$ cat src/rtl/irq_sel_pkg.sv
package irq_sel_pkg;
    localparam int LINES_PER_BANK = 32;
    localparam int MAX_BANKS      = 3;
    localparam int PRIO_W         = 5;
    localparam int CODE_W         = $clog2(MAX_BANKS * LINES_PER_BANK);

    typedef enum logic {
        CLS_NORMAL = 1'b0,
        CLS_FAST   = 1'b1
    } irq_class_e;

    typedef enum logic {
        HOLD_EMPTY = 1'b0,
        HOLD_VALID = 1'b1
    } hold_state_e;

    typedef struct packed {
        logic              valid;
        logic [PRIO_W-1:0] prio;
        logic [CODE_W-1:0] code;
    } sel_node_t;
endpackage

$ cat src/rtl/irq_sel_eligible.sv
module irq_sel_eligible #(
    parameter int N = 96
) (
    input  logic [N-1:0] pend_i,
    input  logic [N-1:0] mask_i,
    input  logic [N-1:0] route_i,
    input  logic         class_i,
    output logic [N-1:0] elig_o
);
    for (genvar k = 0; k < N; k++) begin : g_line
        assign elig_o[k] = pend_i[k] & ~mask_i[k] & (route_i[k] == class_i);
    end
endmodule

$ cat src/rtl/irq_sel_tree.sv
module irq_sel_tree
    import irq_sel_pkg::*;
#(
    parameter int N = 96
) (
    input  logic [N-1:0]        elig_i,
    input  logic [N*PRIO_W-1:0] prio_i,
    output sel_node_t           win_o
);
    localparam int LVL   = (N > 1) ? $clog2(N) : 1;
    localparam int P     = 1 << LVL;
    localparam int NODES = 2 * P - 1;

    sel_node_t node [NODES];

    // Leaves sit left to right in ascending line order.
    for (genvar k = 0; k < P; k++) begin : g_leaf
        if (k < N) begin : g_real
            assign node[P-1+k] = '{valid: elig_i[k],
                                   prio:  prio_i[k*PRIO_W +: PRIO_W],
                                   code:  CODE_W'(k)};
        end else begin : g_pad
            assign node[P-1+k] = '{valid: 1'b0, prio: '1, code: '0};
        end
    end

    // The right child covers higher lines, so it takes equal urgency.
    for (genvar i = 0; i < P - 1; i++) begin : g_node
        logic take_right;
        assign take_right = node[2*i+2].valid &&
                            (!node[2*i+1].valid || (node[2*i+2].prio <= node[2*i+1].prio));
        assign node[i] = take_right ? node[2*i+2] : node[2*i+1];
    end

    assign win_o = node[0];
endmodule

$ cat src/rtl/irq_sel_capture.sv
module irq_sel_capture
    import irq_sel_pkg::*;
#(
    parameter irq_class_e MY_CLASS = CLS_NORMAL
) (
    input  logic              clk,
    input  logic              rst_n,
    input  logic              capture_i,
    input  logic              class_i,
    input  sel_node_t         win_i,
    output logic [CODE_W-1:0] code_o,
    output logic              found_o
);
    hold_state_e       state_q, state_d;
    logic [CODE_W-1:0] code_q, code_d;
    logic              fire;

    assign fire = capture_i && (class_i == MY_CLASS);

    always_comb begin
        state_d = state_q;
        code_d  = code_q;
        if (fire) begin
            unique case (win_i.valid)
                1'b1: begin
                    state_d = HOLD_VALID;
                    code_d  = win_i.code;
                end
                1'b0: begin
                    state_d = HOLD_EMPTY;
                    code_d  = '0;
                end
                default: ;
            endcase
        end
    end

    always_ff @(posedge clk or negedge rst_n) begin
        if (!rst_n) begin
            state_q <= HOLD_EMPTY;
            code_q  <= '0;
        end else begin
            state_q <= state_d;
            code_q  <= code_d;
        end
    end

    always_comb begin
        unique case (state_q)
            HOLD_VALID: found_o = 1'b1;
            HOLD_EMPTY: found_o = 1'b0;
            default:    found_o = 1'b0;
        endcase
        code_o = code_q;
    end
endmodule

$ cat src/rtl/irq_winner_sel.sv
module irq_winner_sel
    import irq_sel_pkg::*;
#(
    parameter int NUM_BANKS = 3,
    localparam int N = NUM_BANKS * LINES_PER_BANK
) (
    input  logic                clk,
    input  logic                rst_n,
    input  logic [N-1:0]        pend_i,
    input  logic [N-1:0]        mask_i,
    input  logic [N-1:0]        route_i,
    input  logic [N*PRIO_W-1:0] prio_i,
    input  logic                class_sel_i,
    input  logic                capture_i,
    output logic [CODE_W-1:0]   code_fast_o,
    output logic                found_fast_o,
    output logic [CODE_W-1:0]   code_norm_o,
    output logic                found_norm_o
);
    logic [N-1:0] elig;
    sel_node_t    win;

    irq_sel_eligible #(.N(N)) u_elig (
        .pend_i  (pend_i),
        .mask_i  (mask_i),
        .route_i (route_i),
        .class_i (class_sel_i),
        .elig_o  (elig)
    );

    irq_sel_tree #(.N(N)) u_tree (
        .elig_i (elig),
        .prio_i (prio_i),
        .win_o  (win)
    );

    irq_sel_capture #(.MY_CLASS(CLS_FAST)) u_cap_fast (
        .clk       (clk),
        .rst_n     (rst_n),
        .capture_i (capture_i),
        .class_i   (class_sel_i),
        .win_i     (win),
        .code_o    (code_fast_o),
        .found_o   (found_fast_o)
    );

    irq_sel_capture #(.MY_CLASS(CLS_NORMAL)) u_cap_norm (
        .clk       (clk),
        .rst_n     (rst_n),
        .capture_i (capture_i),
        .class_i   (class_sel_i),
        .win_i     (win),
        .code_o    (code_norm_o),
        .found_o   (found_norm_o)
    );
endmodule

$ cat config.mk
export PLATFORM = sky130hd
export DESIGN_NAME = irq_winner_sel
export DESIGN_NICKNAME = d
export VERILOG_FILES = /design/src/rtl/irq_sel_pkg.sv /design/src/rtl/irq_sel_eligible.sv /design/src/rtl/irq_sel_tree.sv /design/src/rtl/irq_sel_capture.sv /design/src/rtl/irq_winner_sel.sv
export SDC_FILE = /design/constraint.sdc
export NUM_CORES = 1
export LEC_CHECK = 0
export BUFFER_PORTS_ARGS = -buffer_cell sky130_fd_sc_hd__buf_2
export CAP_MARGIN = 20
export CORE_AREA = 2 2 302 304
export CTS_CLUSTER_SIZE = 40
export DETAILED_ROUTE_END_ITERATION = 16
export DIE_AREA = 0 0 304 306
export SYNTH_ARGS = -nofsm -noshare
export SYNTH_HDL_FRONTEND = slang
export SYNTH_HIERARCHICAL = 1
export SYNTH_SLANG_ARGS = --single-unit
$ cat constraint.sdc
create_clock -name clk -period 0.8 [get_ports clk]
set_input_delay 0.04 -clock clk [delete_from_list [all_inputs] [get_ports clk]]
set_output_delay 0.04 -clock clk [all_outputs]
set_load 0.01 [all_outputs]
# == Word level (Yosys, flattened, before mapping) ==
# Cells that the tools add are included.
# word_totals
ff_bits,16
output_inout_bits,16
word_cells,873
# op_classes
mux,99
n_bitwise,292
order_cmp,95
eq_ne,96
n_reduce_logical,287
# op_table
op,n
$mux 13,95
$le 5x5->1,95
$and 1x1->1,192
$not 1->1,100
$logic_and 1x1->1,97
$eq 1x1->1,96
$logic_not 1->1,95
$logic_or 1x1->1,95
$pmux 7 s2,1
$pmux 1 s2,3

# == Logic depth before layout (Yosys ltp) ==
# logic_depth
depth_word,33
mapped_depth,70
mapped_depth_nobuf,64

# == Hierarchy ==
# Netlist, hierarchy kept.
# modules_own_cells
module,n_inst,cells_each,area_each_um2
irq_sel_tree,1,2540,19392.3
irq_sel_eligible,1,203,1850.5
irq_sel_capture (u_cap_norm),1,33,366.6
irq_sel_capture (u_cap_fast),1,35,360.3

# == Worst setup path before layout ==
# Ideal clock, no wire load.
# synth_timing
path_kind,input-to-reg
start,in class_sel_i
end,"reg u_cap_norm.code_q[0], in the netlist u_cap_norm/code_o[0]"
arrival_ns,11.879
path_slack_ns,-11.158
n_path_buf,4
path_stages,61
cell_sequence,buf_2 -> buf_2 -> xor2_1 -> nor3b_1 -> o21ai_0 -> o2bb2ai_2 -> mux2_2 -> ha_1 -> nand3_1 -> o22a_1 -> o2bb2ai_1 -> a31oi_1 -> mux2_2 -> inv_1 -> ha_1 -> a21oi_1 -> o21ai_0 -> a21o_1 -> (+25 left out) -> nand2b_1 -> a21oi_1 -> a311oi_1 -> nor2_1 -> clkbuf_8 -> mux2_4 -> ha_1 -> nor2b_1 -> o21a_1 -> o21a_1 -> o21ai_0 -> nand2b_1 -> a31oi_1 -> or2_2 -> or4_1 -> o21ai_0 -> nand2_1 -> mux2i_1
# synth_lines
element,line,text
"start, declared",irq_winner_sel.sv:13,"input logic class_sel_i,"
"end signal, assigned",irq_sel_capture.sv:44,code_q <= code_d;
"end, declared",irq_sel_capture.sv:15,"logic [CODE_W-1:0] code_q, code_d;"

==> results_tabular.tex <==
\begin{tabular}{lr}
\hline
Metric & Value \\
\hline
\multicolumn{2}{l}{\textbf{Global route}} \\
\quad All-layer global routing usage & 19.89\% \\
\quad Wire length of the first global-routing pass & 147,700 microns \\
\quad Global Route met3 Usage & 4.327\% \\
\quad GRT overflow & 0 \\
\quad Busiest grt layer & met2 \\
\quad Largest net degree at the start of global routing & 17 \\
\quad Via count of the first global-routing pass & 27,650 \\
\quad Initial antenna violation count & 45 \\
\quad Met2 layer usage reported by global route & 36.39\% \\
\quad Routing usage on met1 & 22.91\% \\
\multicolumn{2}{l}{\textbf{Place}} \\
\quad DP Wirelength & 88,740 microns \\
\quad Total of buffers placed on input and output ports & 787 \\
\quad Final RePlAce weighted congestion & 0.9450 \\
\quad Placed cells & 5,793 \\
\multicolumn{2}{l}{\textbf{Timing}} \\
\quad Worst relative slew slack & 64.65\% \\
\quad Setup TNS Final & -141.47 ns \\
\quad Pins over their slew limit & 0 \\
\quad Max Clock Freq & 93.48 MHz \\
\quad Final setup skew & 0 ns \\
\quad Final worst path period share & 1337\% \\
\quad Fin. Hold Viols & 0 \\
\quad Setup violation total in the final timing report & 32 \\
\quad Final critical path time including I/O delays and setup & 10.70 ns \\
\quad Worst hold slack across all endpoints & 0.1038 ns \\
\quad Worst path setup slack after routing & -9.898 ns \\
\quad Slew at the pin closest to its max-slew limit & 0.5154 ns \\
\quad RSZ-0062 raised after global routing & yes \\
\multicolumn{2}{l}{\textbf{Synthesis}} \\
\quad Number of cells produced by synthesis & 2,805 \\
\quad Mean instance size in the synthesized netlist & 7.814 sq um \\
\quad Cell area after synthesis & 21,920 sq um \\
\quad Synth warn & 6 \\
\quad Post-Syn Nets & 4,052 \\
\multicolumn{2}{l}{\textbf{Power}} \\
\quad Power density normalized to cell area & 1745 nW/um\^{}2 \\
\quad Switching power as a share of total power & 45.74\% \\
\quad Part of the power in the clock network & 1.6\% \\
\quad Leakage power & 20.95 nW \\
\quad Power share of the combinational group & 96.0\% \\
\quad Cell-internal power & 36.53 mW \\
\quad Switching power total & 30.80 mW \\
\quad Total design power & 67.32 mW \\
\quad Highest ir drop seen on vdd & 3.735 mV \\
\quad Sequential power share & 2.4\% \\
\multicolumn{2}{l}{\textbf{Setup path}} \\
\quad Critical path class & input port to flip-flop \\
\quad Data arrival time of the worst path & 10.87 ns \\
\quad Critical path peak fanout & 6 \\
\quad Delay of the slowest cell on the worst path & 0.43 ns \\
\quad Dominant cell type by count on the critical path & o21a\_1 \\
\quad Critical path's slowest cell & or4\_4 \\
\quad Required time of the critical path & 0.97 ns \\
\quad Worst Setup End Kind & flip-flop \\
\quad Type of element launching the critical path & input port \\
\multicolumn{2}{l}{\textbf{Clock tree}} \\
\quad Clock buffer depth & 2 \\
\quad TritonCTS Buffers & 3 \\
\quad Clock insertion delay at the later pin of the skew report & 0.25 ns \\
\quad H-tree depth & 1 \\
\quad Clock tree from TritonCTS & built \\
\quad Clock sinks & 16 \\
\quad Clock root cell & clkbuf\_16 \\
\quad Clock slew seen by the registers of the worst setup and hold paths & 0.05 ns \\
\multicolumn{2}{l}{\textbf{Finish}} \\
\quad Layout-stage area growth over the synthesis result & 76.05\% \\
\quad Share of cells above drive strength 1 & 51.67\% \\
\quad Nets & 5,992 \\
\quad Final core occ & 43.07\% \\
\quad Final cell count without fillers & 5,946 \\
\multicolumn{2}{l}{\textbf{Die}} \\
\quad Total I/O pin count & 788 \\
\quad Initial standard-cell utilization of the core & 24.46\% \\
\quad Vertical extent of the die & 306 microns \\
\quad Core area & 89,600 sq um \\
\quad Die Wd & 304 microns \\
\quad Cell Rows & 110 \\
\quad Die ar. & 93,020 sq um \\
\multicolumn{2}{l}{\textbf{Detailed routing}} \\
\quad First-iteration detailed-routing DRC count & 1,175 \\
\quad Vias per std cell & 4.646 \\
\quad Wire per inst & 16.92 microns \\
\quad Total DRC errors in the routed layout & 0 \\
\quad Total number of vias & 27,620 \\
\quad Final wirelength & 100,600 microns \\
\quad Number of nets with antenna violations after detailed routing & 0 \\
\quad Count of TritonRoute iterations in the first routing pass & 5 \\
\multicolumn{2}{l}{\textbf{Outcome}} \\
\quad Violations in the final reports & setup timing \\
\quad Run status & finished with violations \\
\multicolumn{2}{l}{\textbf{Min path}} \\
\quad Kind of path behind the tightest hold check & input port to flip-flop \\
\multicolumn{2}{l}{\textbf{Run}} \\
\quad Reported max-cap violation count & 0 \\
\hline
\end{tabular}
power by group through the flow:
stage | clock network, mW | registers (mW) | logic [mW]
floorplan | 0 | 1.54 | 29.7
global placement | 0 | 1.51 | 53.5
detailed placement | 0 | 1.51 | 53.8
CTS | 1.10 | 1.61 | 60.1
global route | 1.14 | 1.62 | 69.6
finish | 1.09 | 1.58 | 64.7
sequential cells by signal, indices dropped and copies added, names as in the netlist:
name and count:
u_cap_fast/code_o 7, u_cap_norm/code_o 7, u_cap_fast/state_q 1, u_cap_norm/state_q 1
metrics by stage:
| step | worst slack [ns] | instance area [sq um] |
|---|---|---|
| 3_3_place_gp | -10.48 | 35420 |
| 3_5_place_dp | -10.66 | 35420 |
| 2_1_floorplan | -10.10 | 22310 |
| 6_report | -9.898 | 38590 |
| 5_1_grt | -10.44 | 38570 |
| 4_1_cts | -9.796 | 37360 |
per-layer routing:
layer	up-vias	share of wire, %
li1	14040	-
met1	12720	41
met2	675	50
met3	163	6.0
met4	32	3.2
met5	-	0.21
cell type report:
| cell class | instances | area, sq um |
|---|---|---|
| Timing Repair Buffer | 1976 | 13300 |
| Clock buffer | 4 | 88.84 |
| Fill cell | 8913 | 51010 |
| Antenna cell | 26 | 65.06 |
| Multi-Input combinational cell | 2234 | 21320 |
| Inverter | 514 | 1939 |
| Sequential cell | 16 | 404.1 |
| Tap cell | 1176 | 1471 |
worst max-delay path: cells and delay by family:
family / cells / cell delay, ns
xor+xnor: 1 / 0.17
mux: 5 / 1.50
buf+inv: 10 / 1.28
compound gates: 26 / 3.95
fa+ha+maj: 6 / 1.39
simple gates: 16 / 2.55
repair_timing:
item	CTS	global route
gates resized for setup	249	181
pin swaps	65	78
hold buffers	1	0
setup buffers	90	31
endpoints found under the hold margin	16	0
cloned	2	0
setup endpoints to repair	32	32
worst paths after layout:
path,startpoint,endpoint,slack (ns),depth (start not counted)
worst max-delay path,class_sel_i,u_cap_fast/code_o[0]$_DFFE_PN0P_,-9.90,64
worst min-delay path,capture_i,u_cap_fast/code_o[1]$_DFFE_PN0P_,0.10,3
worst max register to register,u_cap_fast/code_o[2]$_DFFE_PN0P_,u_cap_fast/code_o[2]$_DFFE_PN0P_,-0.04,3
worst min register to register,u_cap_norm/state_q$_DFFE_PN0P_,u_cap_norm/state_q$_DFFE_PN0P_,0.54,1
max in group asynchronous,rst_n,u_cap_fast/code_o[4]$_DFFE_PN0P_,0.23,2
min in group asynchronous,rst_n,u_cap_fast/code_o[5]$_DFFE_PN0P_,0.27,2
cell usage in the layout (no fill, tap or decap), types with 19 or more instances in the layout:
| cell | n |
|---|---|
| o21bai_1 | 34 |
| mux2i_4 | 45 |
| and3_1 | 26 |
| o21ai_0 | 155 |
| buf_2 | 771 |
| mux2_2 | 72 |
| nand2b_1 | 25 |
| xor2_1 | 88 |
| buf_4 | 1133 |
| o21ai_1 | 35 |
| buf_6 | 57 |
| a211oi_1 | 37 |
| o2bb2ai_2 | 19 |
| a21oi_2 | 22 |
| diode_2 | 26 |
| ha_1 | 451 |
| nand2_1 | 98 |
| a21oi_1 | 83 |
| inv_1 | 503 |
| nor2b_1 | 43 |
| o21a_1 | 55 |
| o22ai_1 | 22 |
| nor2_1 | 85 |
| nor3b_1 | 64 |
| nand3_1 | 44 |
| nor3b_2 | 50 |
| mux2i_1 | 253 |
| ha_4 | 22 |
| nand4_1 | 40 |
| mux2i_2 | 62 |
Note: power is estimated with default switching activity, not from simulation.
